==> config.mk <==
export PLATFORM = sky130hd
export DESIGN_NAME = activity_watchdog
export DESIGN_NICKNAME = d
export VERILOG_FILES = /design/src/rtl/wdg_pkg.sv /design/src/rtl/wdg_line_sync.sv /design/src/rtl/wdg_edge_detect.sv /design/src/rtl/wdg_period_timer.sv /design/src/rtl/activity_watchdog.sv
export SDC_FILE = /design/constraint.sdc
export NUM_CORES = 1
export LEC_CHECK = 0
export ABC_AREA = 1
export BUFFER_PORTS_ARGS = -buffer_cell sky130_fd_sc_hd__buf_4
export CAP_MARGIN = 5
export CORE_UTILIZATION = 44
export DETAILED_ROUTE_END_ITERATION = 16
export MAX_ROUTING_LAYER = met4
export PLACE_DENSITY = 0.59
export RECOVER_POWER = 25
export SETUP_SLACK_MARGIN = 0.3
export SLEW_MARGIN = 40
export SYNTH_ARGS = -nofsm -noshare
export SYNTH_HDL_FRONTEND = slang
export SYNTH_HIERARCHICAL = 1
export SYNTH_SLANG_ARGS = --single-unit
==> constraint.sdc <==
create_clock -name clk -period 1.81 [get_ports clk]
set_input_delay 0.2715 -clock clk [delete_from_list [all_inputs] [get_ports clk]]
set_output_delay 0.2715 -clock clk [all_outputs]
set_load 0.005 [all_outputs]
==> src/rtl/wdg_pkg.sv <==
package wdg_pkg;
  typedef struct packed {
    logic level;
    logic flt;
  } hb_line_t;

  localparam hb_line_t HB_IDLE = '{level: 1'b0, flt: 1'b1};
endpackage

==> src/rtl/wdg_line_sync.sv <==
module wdg_line_sync
  import wdg_pkg::*;
#(
  parameter int STAGES = 2
) (
  input  logic     clk,
  input  logic     rst_n,
  input  hb_line_t line_i,
  output hb_line_t line_o
);
  hb_line_t stage_q [STAGES];

  for (genvar i = 0; i < STAGES; i++) begin : g_stage
    if (i == 0) begin : g_first
      always_ff @(posedge clk or negedge rst_n) begin
        if (!rst_n) stage_q[i] <= HB_IDLE;
        else        stage_q[i] <= line_i;
      end
    end else begin : g_next
      always_ff @(posedge clk or negedge rst_n) begin
        if (!rst_n) stage_q[i] <= HB_IDLE;
        else        stage_q[i] <= stage_q[i-1];
      end
    end
  end

  assign line_o = stage_q[STAGES-1];
endmodule

==> src/rtl/wdg_edge_detect.sv <==
module wdg_edge_detect
  import wdg_pkg::*;
(
  input  logic     clk,
  input  logic     rst_n,
  input  hb_line_t line_i,
  output logic     toggle_o,
  output logic     resume_o
);
  hb_line_t prev_q;

  always_ff @(posedge clk or negedge rst_n) begin
    if (!rst_n) prev_q <= HB_IDLE;
    else        prev_q <= line_i;
  end

  // A data change counts only when driven on both sides of it.
  assign toggle_o = !line_i.flt && !prev_q.flt && (line_i.level != prev_q.level);
  // Leaving the undriven state restarts the period.
  assign resume_o = prev_q.flt && !line_i.flt;
endmodule

==> src/rtl/wdg_period_timer.sv <==
module wdg_period_timer #(
  parameter int LIMIT = 8,
  localparam int CW = $clog2(LIMIT + 1)
) (
  input  logic          clk,
  input  logic          rst_n,
  input  logic          hold_i,
  input  logic          off_i,
  input  logic          restart_i,
  output logic          expired_o,
  output logic [CW-1:0] count_o
);
  localparam logic [CW-1:0] LAST = CW'(LIMIT - 1);

  logic [CW-1:0] cnt_q;
  logic          exp_q;

  always_ff @(posedge clk or negedge rst_n) begin
    if (!rst_n) begin
      cnt_q <= '0;
      exp_q <= 1'b0;
    end else if (hold_i || off_i || restart_i) begin
      cnt_q <= '0;
      exp_q <= 1'b0;
    end else if (!exp_q) begin
      cnt_q <= cnt_q + 1'b1;
      if (cnt_q == LAST) exp_q <= 1'b1;
    end
  end

  assign expired_o = exp_q;
  assign count_o   = cnt_q;
endmodule

==> src/rtl/activity_watchdog.sv <==
module activity_watchdog
  import wdg_pkg::*;
#(
  parameter int TIMEOUT_CYCLES = 80_000_000,
  parameter int SYNC_STAGES    = 2
) (
  input  logic clk,
  input  logic rst_n,
  input  logic hb_level_i,
  input  logic hb_float_i,
  input  logic supply_low_i,
  input  logic sup_rst_n_i,
  output logic wd_alarm_n_o
);
  localparam int CW = $clog2(TIMEOUT_CYCLES + 1);

  hb_line_t      raw_line;
  hb_line_t      sync_line;
  logic          toggle;
  logic          resume;
  logic          expired;
  logic [CW-1:0] count;

  assign raw_line = '{level: hb_level_i, flt: hb_float_i};

  wdg_line_sync #(.STAGES(SYNC_STAGES)) u_sync (
    .clk    (clk),
    .rst_n  (rst_n),
    .line_i (raw_line),
    .line_o (sync_line)
  );

  wdg_edge_detect u_edge (
    .clk      (clk),
    .rst_n    (rst_n),
    .line_i   (sync_line),
    .toggle_o (toggle),
    .resume_o (resume)
  );

  wdg_period_timer #(.LIMIT(TIMEOUT_CYCLES)) u_timer (
    .clk       (clk),
    .rst_n     (rst_n),
    .hold_i    (!sup_rst_n_i),
    .off_i     (sync_line.flt),
    .restart_i (toggle || resume),
    .expired_o (expired),
    .count_o   (count)
  );

  assign wd_alarm_n_o = !(expired || supply_low_i);
endmodule

Word level (Yosys, flattened, before mapping). Index checks and enable logic that the tools add are counted.

Output and inout bits: 1. Bits in registers: 34. Logic and storage cells: 28.

Reductions and logical operators: 11. Equal/unequal tests: 3. Add/sub/neg operators: 1. Multiplexer cells: 5.

Operator list (number): $mux 27 (2); $add 27x1->27 const B (1); $eq 27x27->1 const B (1); $logic_not 1->1 (4); $logic_or 1x1->1 (4); $logic_and 1x1->1 (3); $mux 1 (3); $ne 2x2->1 const B (1); $ne 1x1->1 (1).

Longest topological paths before layout. Gate-level depths: netlist of run 1.

Depth after elaboration: 6. Gate-level depth with buffers: 14. Gate-level depth less buffers: 13.

By module. The synthesis of run 1 kept the hierarchy.

Modules (own cells, without submodules): wdg_period_timer (area each 1750.4 um2, cells an instance 259, instances 1, seq. area each 700.7 um2); wdg_line_sync (area each 117.6 um2, cells an instance 6, instances 1, seq. area each 102.6 um2); wdg_edge_detect (area each 80.1 um2, cells an instance 9, instances 1, seq. area each 51.3 um2); activity_watchdog (area each 18.8 um2, cells an instance 5, instances 1, seq. area each 0.0 um2).

Worst setup path after synthesis of run 1. OpenSTA, ideal clock, no wires.

Path kind: reg2reg. From: register u_sync.stage_q, in the netlist u_sync/line_o[0]. To: register u_timer.cnt_q[22], in the netlist u_timer/count_o[22]. Setup time: 0.071 ns. Period minus slack after synthesis: 1.469 ns. Arrival time: 1.398 ns. Path slack: 0.341 ns. Data required time: 1.739 ns. Path buffers: 2. Cell stages (with the launch flop): 13. Path through: dfstp_2 -> buf_4 -> nor2_1 -> nand2_1 -> nor2_2 -> inv_1 -> nand2_1 -> inv_1 -> nand2_1 -> inv_1 -> buf_2 -> nand2_1 -> nor2_1.

Word-level cells in the longest chain between the ends: 6. Elaborated cells between the ends (all ways): 9.

RTL lines: start: declaration (RTL line wdg_line_sync.sv:11) `hb_line_t stage_q [STAGES];`; start signal: indexed assignment (RTL line wdg_line_sync.sv:22) `else stage_q[i] <= stage_q[i-1];`; $logic_not 1->1 * (RTL line wdg_edge_detect.sv:18) `assign toggle_o = !line_i.flt && !prev_q.flt && (line_i.level != prev_q.level);`; $logic_and 1x1->1 * (2 in a row) (RTL line wdg_edge_detect.sv:18); named net toggle (RTL line activity_watchdog.sv:19) `logic toggle;`; $logic_or 1x1->1 * (RTL line activity_watchdog.sv:46) `.restart_i (toggle || resume),`; $logic_or 1x1->1 * (RTL line wdg_period_timer.sv:22) `end else if (hold_i || off_i || restart_i) begin`; $ne 2x2->1 (no source line) or $mux 27 (tied branches); end signal: assignment (RTL line wdg_period_timer.sv:26) `cnt_q <= cnt_q + 1'b1;`; end: declaration (RTL line wdg_period_timer.sv:15) `logic [CW-1:0] cnt_q;`.

The timed path passes the listed nets; every way through them passes the cells marked *. A chain may end at the register's enable or synchronous reset.

Worst setup path in the final report of run 1.
From: register u_sync.stage_q, in the netlist u_sync/line_o[0]. To: register u_timer.cnt_q[24], in the netlist u_timer/count_o[24].

The elaborated chain is that of the path after synthesis.

==> results of run 1 <==
## logic make-up (layout without fill, tap and decap cells)
kind of cell,Yosys count,count (layout),share of synthesized area [%]
fa+ha+maj,1,1,0.6360
flops,34,34,43.45
compound gates,19,19,5.216
buf+inv,37,51,8.015
simple gates,188,188,42.69
## report_power, final
group	total (W)	internal [W]	leakage, nW	switching, W
clock	0.000569	0.000270	0.0441	0.000299
sequential	0.000776	0.000770	0.457	0.00000560
combinational	0.0000703	0.0000263	0.434	0.0000440
total	0.00142	0.00107	0.935	0.000349
## per-layer routing
layer / track usage, % / wire, microns / share of wire, % / vias to the layer above
met1: 32.00 / 2301 / 53 / 783
met4: 6.122 / 51 / 1.2 / 0
li1: - / - / - / 891
met2: 30.95 / 1787 / 41 / 42
met3: 4.934 / 234 / 5.3 / 6
met5: - / 0 / 0 / -
## placed cells by master (no fill, tap or decap)
master / count
nor3_2: 2
dfstp_2: 2
a21oi_1: 12
nor3_1: 6
clkbuf_4: 2
clkinv_2: 1
or2_2: 1
clkbuf_8: 5
dfstp_1: 1
nand2_1: 76
nor2_2: 8
dfrtp_1: 31
inv_2: 1
clkinv_4: 1
nand3b_1: 1
clkinvlp_4: 1
nand3_1: 16
o21ai_0: 4
nand2_2: 2
o21bai_1: 2
nor2_4: 5
buf_8: 2
nor2_1: 59
buf_4: 6
nand3_2: 3
ha_4: 1
clkbuf_2: 1
nand4_1: 6
inv_4: 1
nor2_8: 1
nand2_4: 2
dlygate4sd3_1: 1
inv_1: 29
o211ai_1: 1
## worst register-to-register path, delay by kind of cell (launching register included)
family | cells | cell delay [ns]
buf+inv | 2 | 0.10
simple gates | 11 | 0.76
flops | 1 | 0.56
## what timing repair did
action / in CTS / in global routing
buffers inserted: 0 / 1
resized for setup: 6 / 14
hold buffers: 1 / 0
pin swaps: 1 / 4
setup endpoints to repair: 22 / 23
endpoints found under the hold margin: 31 / 0
## flip-flops by register name, summed over array words and instances (netlist names)
register / count
u_edge/prev_q: 2
u_sync/line_o: 2
u_sync/stage_q: 2
u_timer/count_o: 27
u_timer/expired_o: 1
## final cells by class
type / instances / area share (%)
multi-input combinational: 208 / 45.00
tap: 50 / 2.795
timing repair buffer: 12 / 4.695
clock inverter: 3 / 0.9503
clock buffer: 5 / 3.074
inverter: 31 / 5.310
sequential: 34 / 38.18
## final timing paths
| check | to | slack [ns] | depth (start not counted) |
|---|---|---|---|
| worst max-delay path | u_timer/count_o[24] | 0.29 | 13 |
| min in group asynchronous | u_timer/count_o[1] | 0.62 | 2 |
| worst max register to register | u_timer/count_o[24] | 0.29 | 13 |
| worst min register to register | u_sync/line_o[1] | 0.35 | 0 |
| max in group asynchronous | u_timer/count_o[20] | 0.66 | 2 |
| worst min-delay path | u_sync/stage_q[2] | 0.09 | 1 |
## through the flow
| stage | worst slack, ns | cell area [sq um] | std cells | hold slack [ns] | power [W] |
|---|---|---|---|---|---|
| 6_report | 0.2865 | 2238 | 343 | 0.08713 | 0.001415 |
| 4_1_cts | 0.2890 | 2180 | 342 | 0.07878 | 0.001432 |
| 2_1_floorplan | 0.3406 | 1967 | 279 | -0.02409 | 0.0008212 |
| 3_5_place_dp | 0.1837 | 2063 | 333 | 0.2485 | 0.0008516 |
| 3_3_place_gp | 0.1756 | 2063 | 333 | 0.2504 | 0.0008507 |
| 5_1_grt | 0.1360 | 2238 | 343 | 0.06545 | 0.001485 |
==> flow_summary.json, run 1 <==
{
  "synth_seq_area_share_pct": 43.45,
  "clock_latency_ns": 0.29,
  "cpPeakStageDelay_ns": 0.56,
  "num_antenna_cells": 0,
  "dr.first_iter.drc_count": 159,
  "cts_tree": "yes",
  "path_clk_slew_ns": 0.08,
  "path_common_cell": "nand2_1",
  "syn-cell-area_sq_um": 1967,
  "slew_headroom_pct": 43.28,
  "grt_max_degree": 35,
  "synth-seq-cells": 34,
  "path_delay_family": "simple AND/OR/NAND/NOR gates",
  "period_minus_slack_ns": 1.524,
  "grt_pass1_wl_microns": 7307,
  "syn_area_per_cell_sq_um": 7.050,
  "synth_top_area_share_pct": 39.44,
  "slew_viol_final": 0,
  "endpoint_kind": "register",
  "synth.distinct_cells": 25,
  "routedWlPerCell_microns": 12.76,
  "die_h_microns": 68.86,
  "globalplace.congestion": 0.8372,
  "power_density_nw_per_um2": 632.2,
  "nets": 299,
  "min_path_type": "primary input to register",
  "antenna_left": 0,
  "setup_violations": 0,
  "cp.required_ns": 2.00,
  "start_kind": "register",
  "routed_wl_microns": 4375,
  "area_growth_pct": 13.80,
  "synthFlopType": "dfrtp_1",
  "async_reset_ff_share_pct": 100.0,
  "rsz0062_at_grt": "true",
  "syn-num-nets": 286,
  "synthTopCellsByCount": "nand2_1 (77), nor2_1 (64), dfrtp_1 (31), inv_1 (31), nand3_1 (17)",
  "multi_input_area_sq_um": 1007,
  "outcome": "finished, final reports clean",
  "cp_cell_sequence": "nor2_1 -> nand2_1 -> nor2_2 -> inv_1 -> nand2_1 -> inv_2 -> nand2_4 -> nor2_4 -> nor2_1 -> nand2_1 -> nand2_1 -> nand2_1 -> nor2_1",
  "ys_top_cells_by_area": "dfrtp_1 (39%), nand2_1 (15%), nor2_1 (12%), inv_1 (5.9%), nand3_1 (4.3%)",
  "fillerInstances": 401,
  "grt_pass1_vias": 1560,
  "hold_viol": 0,
  "cap_viol_max_count": 0,
  "yosysTopAreaCell": "dfrtp_1",
  "synth_cells": 279,
  "clock_skew_ns": 0.006893,
  "timing.rr.start": "u_sync/line_o[0]",
  "worst-endpoint-arrival_ns": 1.71,
  "cts-root-buf": "clkbuf_8",
  "synth_most_common_cell": "nand2_1",
  "grt-ovfl-total": 0,
  "h-tree-depth": 2,
  "startpoint": "u_sync/line_o[0]",
  "die_area_sq_um": 4742,
  "clk_path_buf_depth": 2,
  "initial_core_util_pct": 47.46,
  "post-route-drc-count": 0,
  "worst_pin_slew_ns": 0.8508,
  "rows": 23,
  "drive_gt1_share_pct": 16.38,
  "clock.fmax_ghz": 0.6564,
  "cts_sinks": 34,
  "cp_num_buf_inv": 2,
  "hp-start": "hb_float_i",
  "synth_edf_count": 0,
  "vias": 1722,
  "viasPerCell": 5.020,
  "synth-warning-count": 6,
  "die_w_microns": 68.86,
  "portBuffers": 6,
  "p_leak_nw": 0.9351,
  "core_sq_um": 4144,
  "critPathMaxFanout": 5,
  "dpl.hpwl_microns": 3139,
  "cpMaxStageDelayCell": "dfstp_1",
  "path_class": "register to register",
  "min_period_over_period_pct": 84.17,
  "finish.utilization_pct": 54.02,
  "seq_area_sq_um": 854.6,
  "peakVddDrop_uv": 357.8,
  "antenna_found_initial": 0,
  "drt_first_pass_iters": 4,
  "io_pins": 7,
  "fin_setup_tns_ns": 0,
  "numCtsBuffers": 5,
  "grt_usage_pct": 22.17
}
(Power assumes the default switching activity.)
==> inputs of run 2 (changes only) <==
- PLACE_DENSITY: 0.59 -> 0.61
- clock period: 1.81 -> 1.3 ns (I/O delays scaled with it)
==> run 2 against run 1 <==
Net effect: the run now ends with setup timing left; sequential cell count did not move; sequential share of layout area fell by 5.7 points; clock power rose by 63%; cell area rose by 18%; critical path depth fell by 1; final cell count rose by 11%; largest power group unchanged; highest routed layer unchanged; critical path type unchanged; maximum frequency rose by 5.8%.
==> flow_summary.json, run 2 (synthesis results as in run 1) <==
{
  "endpoint_kind": "register",
  "peakVddDrop_uv": 602.4,
  "cts-root-buf": "clkbuf_8",
  "clk_path_buf_depth": 2,
  "path_class": "register to register",
  "fin_setup_tns_ns": -1.300,
  "slew_viol_final": 0,
  "p_seq_share_pct": 50.9,
  "nets": 336,
  "cts_sinks": 34,
  "post-route-drc-count": 0,
  "num_antenna_cells": 0,
  "grt-ovfl-total": 0,
  "outcome": "complete, but fails checks",
  "timing.rr.start": "u_sync/line_o[0]",
  "slew_headroom_pct": 48.58,
  "ff2ff_path_depth": 12,
  "fin_hold_ws_ns": 0.3494,
  "grtUsageMet1_pct": 32.11,
  "grt_use_met3_pct": 6.086,
  "violations": "setup timing",
  "final_cell_area_sq_um": 2636,
  "rows": 23,
  "layout_setup_ws_ns": -0.1397,
  "vias": 1839,
  "die_area_sq_um": 4742,
  "clockPowerShare_pct": 43.6,
  "cts_tree": "yes",
  "antenna_left": 0,
  "path_clk_slew_ns": 0.07,
  "initial_core_util_pct": 47.46,
  "fillerInstances": 395,
  "setup_violations": 28,
  "viasPerCell": 4.839,
  "regToRegEndpoint": "u_timer/expired_o",
  "worst_pin_slew_ns": 0.7713,
  "final_cell_mix": "nand2_1 (74), nor2_1 (53), buf_4 (36)",
  "core_sq_um": 4144,
  "globalplace.congestion": 0.8609,
  "largest_register_ffs": 27,
  "grt_use_met2_pct": 36.04,
  "antenna_found_initial": 0,
  "placed_cell_area_sq_um": 2292,
  "swShare_pct": 22.06,
  "portBuffers": 6,
  "io_pins": 7,
  "period_minus_slack_ns": 1.440,
  "min_period_over_period_pct": 110.7,
  "routed_wl_microns": 4692,
  "totalPowerFinal_w": 0.002125,
  "die_h_microns": 68.86,
  "clock_skew_ns": 0.002877,
  "hold_viol": 0,
  "p_leak_nw": 1.138,
  "cap_viol_max_count": 0,
  "critPathMaxFanout": 3,
  "power_density_nw_per_um2": 806.2,
  "drive_gt1_share_pct": 30.61,
  "start_kind": "register",
  "dpl.hpwl_microns": 3377,
  "grt_pass1_vias": 1732,
  "startpoint": "u_sync/line_o[0]",
  "grt_usage_pct": 24.22,
  "grt_max_degree": 35,
  "worst-endpoint-arrival_ns": 1.67,
  "drt_first_pass_iters": 4,
  "rsz0062_at_grt": "true",
  "grt_pass1_wl_microns": 8017,
  "clock_latency_ns": 0.29,
  "grt-busiest-layer": "met2",
  "h-tree-depth": 2,
  "p_int_w": 0.001657,
  "layout_commonest_cell": "nand2_1",
  "min_path_type": "register to register",
  "crit_path_end": "u_timer/expired_o",
  "clock.fmax_ghz": 0.6946,
  "routedWlPerCell_microns": 12.35,
  "finish.utilization_pct": 63.62,
  "power_switching_w": 0.0004688,
  "die_w_microns": 68.86,
  "numCtsBuffers": 5,
  "p_comb_share_pct": 5.5,
  "cp.required_ns": 1.53,
  "rrSetupSlack_ns": -0.14,
  "dr.first_iter.drc_count": 98,
  "area_growth_pct": 34.03
}
-- run 2: cell types whose count changed in the layout (fill, tap and decap cells not counted), moves of 4 or more --
| cell | before | now |
|---|---|---|
| buf_4 | 6 | 36 |
| buf_6 | 0 | 6 |
| nor2_1 | 59 | 53 |
| o21ai_0 | 4 | 0 |
-- run 2: cell type report --
type,instances,area [sq um],share of cell area (%)
timing repair buffer,49,402.9,15.28
sequential,34,857.1,32.51
multi-input combinational,208,1080,40.96
clock buffer,8,110.1,4.177
tap,50,62.56,2.373
inverter,31,123.9,4.699
-- run 2: stage by stage --
step / instances / setup WS (ns)
after global placement: 360 / -0.1114
after CTS: 375 / -0.1113
final: 380 / -0.1397
after global routing: 380 / -0.2623
after floorplan: 279 / -0.09666
after detailed placement: 360 / -0.1196
-- run 2: routing by layer --
metal | vias to the layer above | wire, microns
met5 | - | 0
met4 | 0 | 34
met3 | 3 | 137
met2 | 28 | 2079
met1 | 837 | 2441
li1 | 971 | -
-- run 2: power by group through the flow --
stage	logic, W	registers [W]	clock network, W
floorplan	0.0000579	0.00110	0
global placement	0.0000998	0.00110	0
detailed placement	0.000101	0.00110	0
CTS	0.000112	0.00108	0.000962
global route	0.000135	0.00108	0.00101
finish	0.000117	0.00108	0.000927
-- run 2: worst min path at each step --
stage / endpoint / from / cells after the start / slack (ns)
2_1_floorplan: u_edge/prev_q[1] / rst_n / 0 / -0.10
3_3_place_gp: u_edge/prev_q[1] / rst_n / 1 / 0.17
3_5_place_dp: u_edge/prev_q[1] / rst_n / 1 / 0.18
4_1_cts: u_sync/stage_q[3] / hb_level_i / 1 / 0.003
5_1_grt: u_sync/line_o[0] / u_sync/stage_q[2] / 0 / 0.36
6_report: u_sync/line_o[1] / u_sync/stage_q[3] / 0 / 0.35
-- run 2: repair_timing --
action / CTS / global route
setup endpoints to repair: 29 / 29
setup buffers: 5 / 4
hold buffers: 2 / 1
endpoints found under the hold margin: 32 / 1
resized for setup: 24 / 15
pin swaps: 11 / 4
-- run 2: critical path: stages (launching register included) --
cell and delay, ns:
dfstp_2 0.55, nor2_2 0.04, nand2_1 0.06, nor2_2 0.03, inv_1 0.04, nand2_1 0.05
inv_2 0.06, nand2_4 0.07, buf_4 0.14, buf_6 0.12, nor2_2 0.06, nand3_1 0.08
nand2_1 0.08
